===== config.mk =====
export PLATFORM = sky130hd
export DESIGN_NAME = sport_rst_ctrl
export DESIGN_NICKNAME = d
export VERILOG_FILES = /design/src/rtl/sport_rst_pkg.sv /design/src/rtl/sport_fs_sync.sv /design/src/rtl/sport_sec_fsm.sv /design/src/rtl/sport_pin_ctrl.sv /design/src/rtl/sport_rst_ctrl.sv
export SDC_FILE = /design/constraint.sdc
export NUM_CORES = 1
export LEC_CHECK = 0
export BUFFER_PORTS_ARGS = -buffer_cell sky130_fd_sc_hd__buf_2
export CORE_MARGIN = 2
export CORE_UTILIZATION = 47
export DETAILED_ROUTE_END_ITERATION = 7
export GPL_TIMING_DRIVEN = 0
export PLACE_DENSITY_LB_ADDON = 0.05
export SYNTH_ARGS = -nofsm -noshare
export SYNTH_HDL_FRONTEND = slang
export SYNTH_SLANG_ARGS = --single-unit

===== constraint.sdc =====
create_clock -name clk -period 1.5 [get_ports clk]
set_clock_uncertainty 0.15 [all_clocks]
set_input_delay 0.3 -clock clk [delete_from_list [all_inputs] [get_ports clk]]
set_output_delay 0.3 -clock clk [all_outputs]
set_load 0.1 [all_outputs]

===== src/rtl/sport_rst_pkg.sv =====
package sport_rst_pkg;

    // Per-section reset/start state machine states
    typedef enum logic [1:0] {
        ST_HOLD  = 2'd0,   // section in reset
        ST_SKIP  = 2'd1,   // discarding leading frame-sync edges
        ST_ARMED = 2'd2,   // waiting for the qualifying edge
        ST_LIVE  = 2'd3    // frames running
    } sec_state_t;

    // Registered per-section configuration
    typedef struct packed {
        logic en;       // 1 = section out of reset
        logic clk_dir;  // 1 = clock pin is an output
        logic fs_dir;   // 1 = frame-sync pin is an output fed by the generator
        logic fs_pol;   // 1 = frame sync active low
    } sec_cfg_t;

    localparam int NUM_SEC = 2;
    localparam int SEC_RX  = 0;
    localparam int SEC_TX  = 1;

endpackage


===== src/rtl/sport_fs_sync.sv =====
module sport_fs_sync #(
    parameter int STAGES = 2
) (
    input  logic clk,
    input  logic rst_n,
    input  logic d,
    output logic q
);
    localparam int LAST = STAGES - 1;

    logic [LAST:0] chain_q;

    always_ff @(posedge clk or negedge rst_n) begin
        if (!rst_n) chain_q[0] <= 1'b0;
        else        chain_q[0] <= d;
    end

    for (genvar s = 1; s < STAGES; s++) begin : g_stage
        always_ff @(posedge clk or negedge rst_n) begin
            if (!rst_n) chain_q[s] <= 1'b0;
            else        chain_q[s] <= chain_q[s-1];
        end
    end

    assign q = chain_q[LAST];

endmodule


===== src/rtl/sport_sec_fsm.sv =====
module sport_sec_fsm
    import sport_rst_pkg::*;
#(
    parameter int IGNORE_FS = 1
) (
    input  logic clk,
    input  logic rst_n,
    input  logic en,
    input  logic fs_active,
    output logic go
);
    localparam int CNT_W   = (IGNORE_FS > 1) ? $clog2(IGNORE_FS) : 1;
    localparam int LAST_IG = (IGNORE_FS > 0) ? IGNORE_FS - 1 : 0;

    sec_state_t       state_q, state_d;
    logic [CNT_W-1:0] cnt_q;
    logic             prev_q;
    logic             edge_s;
    logic             go_q;

    assign edge_s = fs_active && !prev_q;

    // state register, edge history and skip counter
    always_ff @(posedge clk or negedge rst_n) begin
        if (!rst_n) begin
            state_q <= ST_HOLD;
            prev_q  <= 1'b0;
            cnt_q   <= '0;
        end else begin
            state_q <= state_d;
            prev_q  <= fs_active;
            if (state_d != ST_SKIP)              cnt_q <= '0;
            else if (state_q == ST_SKIP && edge_s) cnt_q <= cnt_q + 1'b1;
        end
    end

    // next state
    always_comb begin
        state_d = state_q;
        if (!en) begin
            state_d = ST_HOLD;
        end else begin
            unique case (state_q)
                ST_HOLD:  state_d = (IGNORE_FS > 0) ? ST_SKIP : ST_ARMED;
                ST_SKIP:  if (edge_s && cnt_q == CNT_W'(LAST_IG)) state_d = ST_ARMED;
                ST_ARMED: if (edge_s) state_d = ST_LIVE;
                ST_LIVE:  state_d = ST_LIVE;
                default:  state_d = ST_HOLD;
            endcase
        end
    end

    // outputs
    always_ff @(posedge clk or negedge rst_n) begin
        if (!rst_n) go_q <= 1'b0;
        else        go_q <= en && (state_q == ST_ARMED) && edge_s;
    end

    assign go = go_q;

    p_single_go_r10: assert property (@(posedge clk) disable iff (!rst_n)
        go_q |=> !go_q);

    p_hold_off_r8: assert property (@(posedge clk) disable iff (!rst_n)
        !en |=> (state_q == ST_HOLD));

endmodule


===== src/rtl/sport_pin_ctrl.sv =====
module sport_pin_ctrl
    import sport_rst_pkg::*;
(
    input  sec_cfg_t cfg,
    input  logic     clkg,
    input  logic     fsg,
    output logic     clk_oe,
    output logic     clk_o,
    output logic     fs_oe,
    output logic     fs_o,
    output logic     flag_clr
);
    always_comb begin
        clk_oe   = cfg.clk_dir;
        clk_o    = clkg;
        fs_oe    = cfg.fs_dir;
        fs_o     = cfg.en ? (fsg ^ cfg.fs_pol) : cfg.fs_pol;
        flag_clr = !cfg.en;
    end
endmodule


===== src/rtl/sport_rst_ctrl.sv =====
module sport_rst_ctrl
    import sport_rst_pkg::*;
#(
    parameter int SYNC_STAGES  = 2,
    parameter int RX_IGNORE_FS = 0,
    parameter int TX_IGNORE_FS = 1
) (
    input  logic clk,
    input  logic dev_rst_n,
    input  logic sw_rx_en,
    input  logic sw_tx_en,
    input  logic sw_gen_en,
    input  logic sw_fgen_en,
    input  logic rx_clk_dir,
    input  logic rx_fs_dir,
    input  logic tx_clk_dir,
    input  logic tx_fs_dir,
    input  logic rx_fs_pol,
    input  logic tx_fs_pol,
    input  logic gen_clk,
    input  logic gen_fs,
    input  logic rx_fs_pin,
    input  logic tx_fs_pin,
    output logic dx_oe,
    output logic rx_clk_oe,
    output logic rx_clk_o,
    output logic rx_fs_oe,
    output logic rx_fs_o,
    output logic tx_clk_oe,
    output logic tx_clk_o,
    output logic tx_fs_oe,
    output logic tx_fs_o,
    output logic clkg_o,
    output logic fsg_o,
    output logic rx_flag_clr,
    output logic tx_flag_clr,
    output logic rx_start,
    output logic tx_start
);
    localparam int IGN [NUM_SEC] = '{RX_IGNORE_FS, TX_IGNORE_FS};

    sec_cfg_t cfg_q  [NUM_SEC];
    sec_cfg_t cfg_d  [NUM_SEC];
    logic     pin_in [NUM_SEC];
    logic     gen_en_q, fgen_en_q;
    logic     clkg, fsg;

    logic clk_oe_s [NUM_SEC];
    logic clk_o_s  [NUM_SEC];
    logic fs_oe_s  [NUM_SEC];
    logic fs_o_s   [NUM_SEC];
    logic clr_s    [NUM_SEC];
    logic go_s     [NUM_SEC];

    always_comb begin
        cfg_d[SEC_RX] = '{en: sw_rx_en, clk_dir: rx_clk_dir, fs_dir: rx_fs_dir, fs_pol: rx_fs_pol};
        cfg_d[SEC_TX] = '{en: sw_tx_en, clk_dir: tx_clk_dir, fs_dir: tx_fs_dir, fs_pol: tx_fs_pol};
        pin_in[SEC_RX] = rx_fs_pin;
        pin_in[SEC_TX] = tx_fs_pin;
    end

    // generator gating
    always_ff @(posedge clk or negedge dev_rst_n) begin
        if (!dev_rst_n) begin
            gen_en_q  <= 1'b0;
            fgen_en_q <= 1'b0;
        end else begin
            gen_en_q  <= sw_gen_en;
            fgen_en_q <= sw_fgen_en;
        end
    end

    assign clkg = gen_clk & gen_en_q;
    assign fsg  = gen_fs & gen_en_q & fgen_en_q;

    for (genvar i = 0; i < NUM_SEC; i++) begin : g_sec
        logic pin_sync;
        logic fs_active;

        always_ff @(posedge clk or negedge dev_rst_n) begin
            if (!dev_rst_n) cfg_q[i] <= '0;
            else            cfg_q[i] <= cfg_d[i];
        end

        sport_fs_sync #(.STAGES(SYNC_STAGES)) u_sync (
            .clk   (clk),
            .rst_n (dev_rst_n),
            .d     (pin_in[i]),
            .q     (pin_sync)
        );

        assign fs_active = cfg_q[i].fs_dir ? fsg : (pin_sync ^ cfg_q[i].fs_pol);

        sport_sec_fsm #(.IGNORE_FS(IGN[i])) u_fsm (
            .clk       (clk),
            .rst_n     (dev_rst_n),
            .en        (cfg_q[i].en),
            .fs_active (fs_active),
            .go        (go_s[i])
        );

        sport_pin_ctrl u_pins (
            .cfg      (cfg_q[i]),
            .clkg     (clkg),
            .fsg      (fsg),
            .clk_oe   (clk_oe_s[i]),
            .clk_o    (clk_o_s[i]),
            .fs_oe    (fs_oe_s[i]),
            .fs_o     (fs_o_s[i]),
            .flag_clr (clr_s[i])
        );
    end

    assign dx_oe       = cfg_q[SEC_TX].en;
    assign rx_clk_oe   = clk_oe_s[SEC_RX];
    assign rx_clk_o    = clk_o_s[SEC_RX];
    assign rx_fs_oe    = fs_oe_s[SEC_RX];
    assign rx_fs_o     = fs_o_s[SEC_RX];
    assign tx_clk_oe   = clk_oe_s[SEC_TX];
    assign tx_clk_o    = clk_o_s[SEC_TX];
    assign tx_fs_oe    = fs_oe_s[SEC_TX];
    assign tx_fs_o     = fs_o_s[SEC_TX];
    assign clkg_o      = clkg;
    assign fsg_o       = fsg;
    assign rx_flag_clr = clr_s[SEC_RX];
    assign tx_flag_clr = clr_s[SEC_TX];
    assign rx_start    = go_s[SEC_RX];
    assign tx_start    = go_s[SEC_TX];

    // checks
    always_comb begin
        if (dev_rst_n === 1'b0) begin
            p_dev_rst_r1: assert (!dx_oe && !rx_clk_oe && !rx_fs_oe && !tx_clk_oe && !tx_fs_oe
                                  && rx_flag_clr && tx_flag_clr && !rx_start && !tx_start);
        end
    end

    p_dx_hiz_r3: assert property (@(posedge clk) disable iff (!dev_rst_n)
        ($past(dev_rst_n) && !$past(sw_tx_en)) |-> !dx_oe);

    p_dir_r4: assert property (@(posedge clk) disable iff (!dev_rst_n)
        $past(dev_rst_n) |-> (rx_clk_oe == $past(rx_clk_dir) && tx_fs_oe == $past(tx_fs_dir)));

    p_fs_idle_r5: assert property (@(posedge clk) disable iff (!dev_rst_n)
        ($past(dev_rst_n) && !$past(sw_rx_en) && rx_fs_oe) |-> (rx_fs_o == $past(rx_fs_pol)));

    p_gen_low_r7: assert property (@(posedge clk) disable iff (!dev_rst_n)
        ($past(dev_rst_n) && !$past(sw_gen_en)) |-> (!clkg_o && !fsg_o && !tx_clk_o && !rx_clk_o));

    p_flag_clr_r8: assert property (@(posedge clk) disable iff (!dev_rst_n)
        ($past(dev_rst_n) && !$past(sw_tx_en)) |-> tx_flag_clr);

endmodule


==> After elaboration in Yosys (flattened, before gate mapping) <==
Cells that the tools add are included.
{ "word_totals": {"regBits": 24, "latchBits": 0, "ram_bits": 0, "mem_bits_ro": 0, "in_bits": 16, "output_inout_bits": 15, "word_cells": 75, "n_memories": 0} }
{ "classes": {"n_addsub": 2, "mul": 0, "n_div": 0, "magnitude_cmp": 0, "n_eq_ne": 8, "shift": 0, "muxes": 16, "n_bitwise": 9, "n_reduce_logical": 18} }
{ "op_table": {"columns": ["cell", "n"], "rows": [
  ["2-bit one-hot mux with 4 select lines", 2],
  ["2-bit two-way mux", 6],
  ["1-bit logical AND", 10],
  ["2-bit == test (second input constant)", 4],
  ["1-bit two-way mux", 8],
  ["2-bit by 1-bit == test with 1-bit output (second input constant)", 2],
  ["1-bit zero test", 4],
  ["2-bit zero test", 2],
  ["2-bit by 1-bit inequality test with 1-bit output (second input constant)", 2],
  ["2-bit nonzero test", 2],
  ["1-bit bitwise XOR", 4],
  ["1-bit AND", 3],
  ["1-bit adder (second input constant)", 2],
  ["1-bit NOT", 2]
]} }

==> Logic depth before layout (Yosys ltp) <==
{ "depth": {"depth_word": 10, "mapped_depth": 4, "depth_no_buf": 4} }

==> Cells and area by module <==
Synthesis repeated with hierarchy kept, for this count alone.
{ "unflattened": {"hier_cells": 61, "area_unflattened_um2": 873.3} }
{ "by_module_without_submodules": {"columns": ["mod", "instances", "cells_per_inst", "area_each_um2", "seq_area_each_um2"], "rows": [
  ["sport_rst_ctrl", 1, 16, 315.3, 250.2],
  ["sport_sec_fsm at g_sec[1].u_fsm", 1, 14, 192.7, 125.1],
  ["sport_sec_fsm at g_sec[0].u_fsm", 1, 15, 187.7, 125.1],
  ["sport_fs_sync", 2, 2, 50.0, 50.0],
  ["sport_pin_ctrl", 2, 6, 38.8, 0.0]
]} }

==> Least setup slack after synthesis <==
Ideal clock, no wire load.
{ "synth_path": {"kind": "reg-to-output", "startpoint": "register gen_en_q", "endpoint": "output port tx_fs_o", "arrival_ns": 2.865, "required_ns": 1.050, "setup_slack_ns": -1.815, "path_stages_with_launch": 5, "n_path_buf": 0, "path_cell_list": "dfrtp_1 > nand3_1 > inv_1 > nand2_1 > xnor2_1"} }
{ "synth_via": {"elab_chain_len": 4} }
{ "synth_rtl": {"columns": ["item", "line", "source"], "rows": [
  ["start, declared", "sport_rst_ctrl.sv:45", "logic gen_en_q, fgen_en_q;"],
  ["start signal, assigned", "sport_rst_ctrl.sv:68", "gen_en_q <= sw_gen_en;"],
  ["1-bit AND (2 in series)", "sport_rst_ctrl.sv:74", "assign fsg = gen_fs & gen_en_q & fgen_en_q;"],
  ["net fsg_o", "sport_rst_ctrl.sv:34", "output logic fsg_o,"],
  ["1-bit bitwise XOR", "sport_pin_ctrl.sv:17", "fs_o = cfg.en ? (fsg ^ cfg.fs_pol) : cfg.fs_pol;"],
  ["1-bit two-way mux", "sport_pin_ctrl.sv:17", null],
  ["end, declared", "sport_rst_ctrl.sv:32", "output logic tx_fs_o,"]
]} }
The timed path passes the listed nets, and every way through them passes these cells.

==> Worst setup path after layout <==
{ "layout_path": {"startpoint": "register gen_en_q", "endpoint": "output port tx_fs_o"} }
{ "layout_via": {"elab_chain_len": 4} }
{ "layout_rtl": {"columns": ["item", "line"], "rows": [
  ["1-bit AND (2 in series)", "sport_rst_ctrl.sv:74"],
  ["1-bit bitwise XOR", "sport_pin_ctrl.sv:17"],
  ["1-bit two-way mux", "sport_pin_ctrl.sv:17"]
]} }
Every way passes these cells.

==> results_dict.tcl <==
set metrics [dict create \
    max-slew-margin-rel_pct 66.0 \
    dr.pass1.iters 4 \
    ir_worst_vdd_mv 0.918 \
    use_met3_pct 4.53 \
    synth_compound_area_share_pct 9.28 \
    nets 142 \
    rows 15 \
    design_area_mm2 0.00161 \
    grt_pass1_wl_mm 3.37 \
    antenna_cells 0 \
    drive_gt1_share_pct 50.4 \
    met2_usage_pct 42.2 \
    max_freq_mhz 502 \
    initialDrtViolationCount 23 \
    core-area_mm2 0.00175 \
    synth_top_family_by_area "simple AND/OR/NAND/NOR gates" \
    busiest_layer "met2" \
    ant_nets 0 \
    yosys.area.top_type_share_pct 67.5 \
    worst_setup_path_start_kind "flop" \
    dp_slack_ns -0.307 \
    status "finished, violations left" \
    dieArea_mm2 0.00226 \
    rsz0062_at_grt "yes" \
    ios 31 \
    cts_inserted_buffers 3 \
    critPathKind "flop to output port" \
    dp_hpwl_mm 1.11 \
    synth_fp_nets 85 \
    antenna_found_initial 0 \
    detail_route.vias_per_cell 5.58 \
    ys_warn_count 0 \
    h-tree-depth 1 \
    finalCritPeriodShare_pct 133 \
    synth_cell_types 26 \
    cts.path.max_buffers 2 \
    clock_sinks 24 \
    setup_slack_ns -0.494 \
    grt_pass1_vias 784 \
    via_count 837 \
    fin_cells 150 \
    regArea_um2 614 \
    dpl.cell_count 124 \
    crit_fanout 4 \
    drv_slew 0 \
    grt_max_degree 25 \
    place_congestion 0.728 \
    placed_area_mm2 0.00115 \
    area_delta_synth_final_pct 80.7 \
    root_buffer "clkbuf_4" \
    p_per_area_mw_per_mm2 1000 \
    final-setup-viol-count 16 \
    p_leak_uw 0.000734 \
    clock_latency_ns 0.33 \
    floorplan.initialDensity_pct 51.0 \
    overflow 0 \
    die_h_um 47.5 \
    die_x_um 47.5 \
    wl_mm 3.03 \
    yosys.area.top_type "dfrtp_1" \
    hold_class "flop to flop" \
    drc_errors 0 \
    post-route-min-period_ns 1.99 \
    io_buffers 30 \
    worstSetupEndpointType "output port" \
    failed_checks "setup timing" \
    syn_inst 69 \
    yosys.area_share.simple_pct 15.5 \
    syn_area_um2 890 \
    grt.total_usage_pct 22.5 \
    cp.arrival_ns 1.54 \
    drv_cap 0 \
    ys_seq_area_share_pct 67.5 \
    cp_data_required_time_ns 1.05 \
    ys_ff_latch 24 \
    synth_xor_area_share_pct 3.94 \
    tritoncts "built" \
    ys_top_cells_by_area "dfrtp_1, nand2_1, inv_1, nor2_1, xnor2_1" \
    met1_usage_pct 24.0 \
    worstMarginPinSlew_ns 0.510 \
    synth.mux.area_fraction_pct 0 \
    final-hold-violation-count 0 \
    multi_input_area_um2 327 \
    synth_area_per_cell_um2 12.9 \
    nFillCells 55 \
    clk_pin_slew_worst_paths_ns 0.14 \
    synth_fa_ha_area_share_pct 0 \
    drt-wirelength-per-cell_um 20.2 \
]
[cell families after synthesis]
| group | count (synthesis) |
|---|---|
| DFF | 24 |
| and+or+nand+nor | 23 |
| AOI/OAI and AO/OA | 11 |
| buffers and inverters | 7 |
| xor gates and xnor gates | 4 |
[stage by stage]
stage | utilization (%) | TNS, ns | hold slack (ns) | total power [µW]
finish | 92.1 | -2.77 | 0.225 | 1620
global route | 92.1 | -3.39 | 0.231 | 1670
CTS | 88.1 | -1.78 | 0.214 | 1540
detailed placement | 66.1 | -0.693 | 0.149 | 1000
global placement | 66.1 | -0.717 | 0.147 | 996
floorplan | - | -2.94 | -0.146 | 937
[sequential cells by signal, summed over array words and instances, names as in the netlist]
signal                flops
cfg_q                     7
g_sec.u_fsm.state_q       4
g_sec.u_fsm.cnt_q         2
g_sec.u_fsm.go            2
g_sec.u_fsm.prev_q        2
g_sec.u_sync.chain_q      2
g_sec.u_sync.q            2
dx_oe                     1
fgen_en_q                 1
gen_en_q                  1
[cells in the mapped netlist]
| cell type | number |
|---|---|
| and4_4 | 1 |
| and2b_1 | 1 |
| a221oi_1 | 1 |
| nand3_1 | 1 |
| xnor2_1 | 2 |
| and2_1 | 1 |
| o41a_1 | 1 |
| o32ai_1 | 1 |
| a22oi_1 | 2 |
| a22o_1 | 1 |
| nand3b_1 | 1 |
| a21oi_1 | 2 |
| and4_1 | 1 |
| nor3b_1 | 2 |
| nor2_1 | 5 |
| nand2b_1 | 1 |
| xor2_1 | 2 |
| and3b_1 | 1 |
| inv_1 | 5 |
| nand2_1 | 6 |
| dfrtp_1 | 24 |
| o21ai_0 | 1 |
| nor3_1 | 1 |
| a211oi_1 | 2 |
| nor4b_2 | 1 |
| buf_4 | 2 |
[placed cells by master (no fill, tap or decap), types with 2 or more instances in the layout]
cell	instances
a21oi_1	2
a22oi_1	2
buf_12	12
buf_2	15
buf_4	13
clkbuf_4	3
clkinvlp_4	2
dfrtp_1	19
dfrtp_2	2
dfrtp_4	3
dlygate4sd3_1	13
inv_1	2
nand2_1	4
nand2_4	2
nor2_1	5
nor3b_1	2
xnor2_4	2
[worst paths after layout]
path | from | to | slack (ns) | cells after the start
setup / recovery | gen_en_q | tx_fs_o | -0.49 | 5
hold / removal | g_sec[0].u_sync.chain_q[0] | g_sec[0].u_sync.q | 0.22 | 0
max in group asynchronous | dev_rst_n | cfg_q[1] | 0.52 | 2
hold reg to reg | g_sec[0].u_sync.chain_q[0] | g_sec[0].u_sync.q | 0.22 | 0
setup reg to reg | gen_en_q | g_sec[0].u_fsm.state_q[0] | -0.15 | 5
min in group asynchronous | dev_rst_n | g_sec[0].u_fsm.cnt_q | 0.29 | 2
[cell type report]
cell class / count / area share [%]
flip-flops and latches: 24 / 38.2
plain buffers: 2 / 0.934
clock buffers: 3 / 1.40
multi-input cells: 38 / 20.3
inverters: 5 / 1.79
well taps: 25 / 1.95
clock inverters: 1 / 1.87
repair buffers: 52 / 33.5
[power by group]
| part | total [µW] | internal (µW) | switching (µW) |
|---|---|---|---|
| Combinational | 413 | 164 | 249 |
| Sequential | 719 | 682 | 36.7 |
| Clock | 483 | 271 | 213 |
[timing repair]
| item | 4_1_cts | 5_1_grt |
|---|---|---|
| gates resized for setup | 45 | 9 |
| pin swaps | 1 | 5 |
| hold buffers | 13 | 0 |
| setup buffers | 5 | 4 |
| setup endpoints to repair | 16 | 15 |
| endpoints found under the hold margin | 36 | 0 |
[worst max-delay path, stage by stage, from the launching register on]
cell        delay, ns
dfrtp_1          0.44
nand3_2          0.12
clkinvlp_4       0.19
nand2_4          0.14
xnor2_4          0.13
buf_12           0.19
[metal layers]
layer  vias to the layer above  part of all wire [%]
li1                        349                     -
met2                        52                    54
met3                        17                   5.5
met5                         -                     0
met1                       419                    35
met4                         0                   5.1
Power figures use the tool's default switching activity.
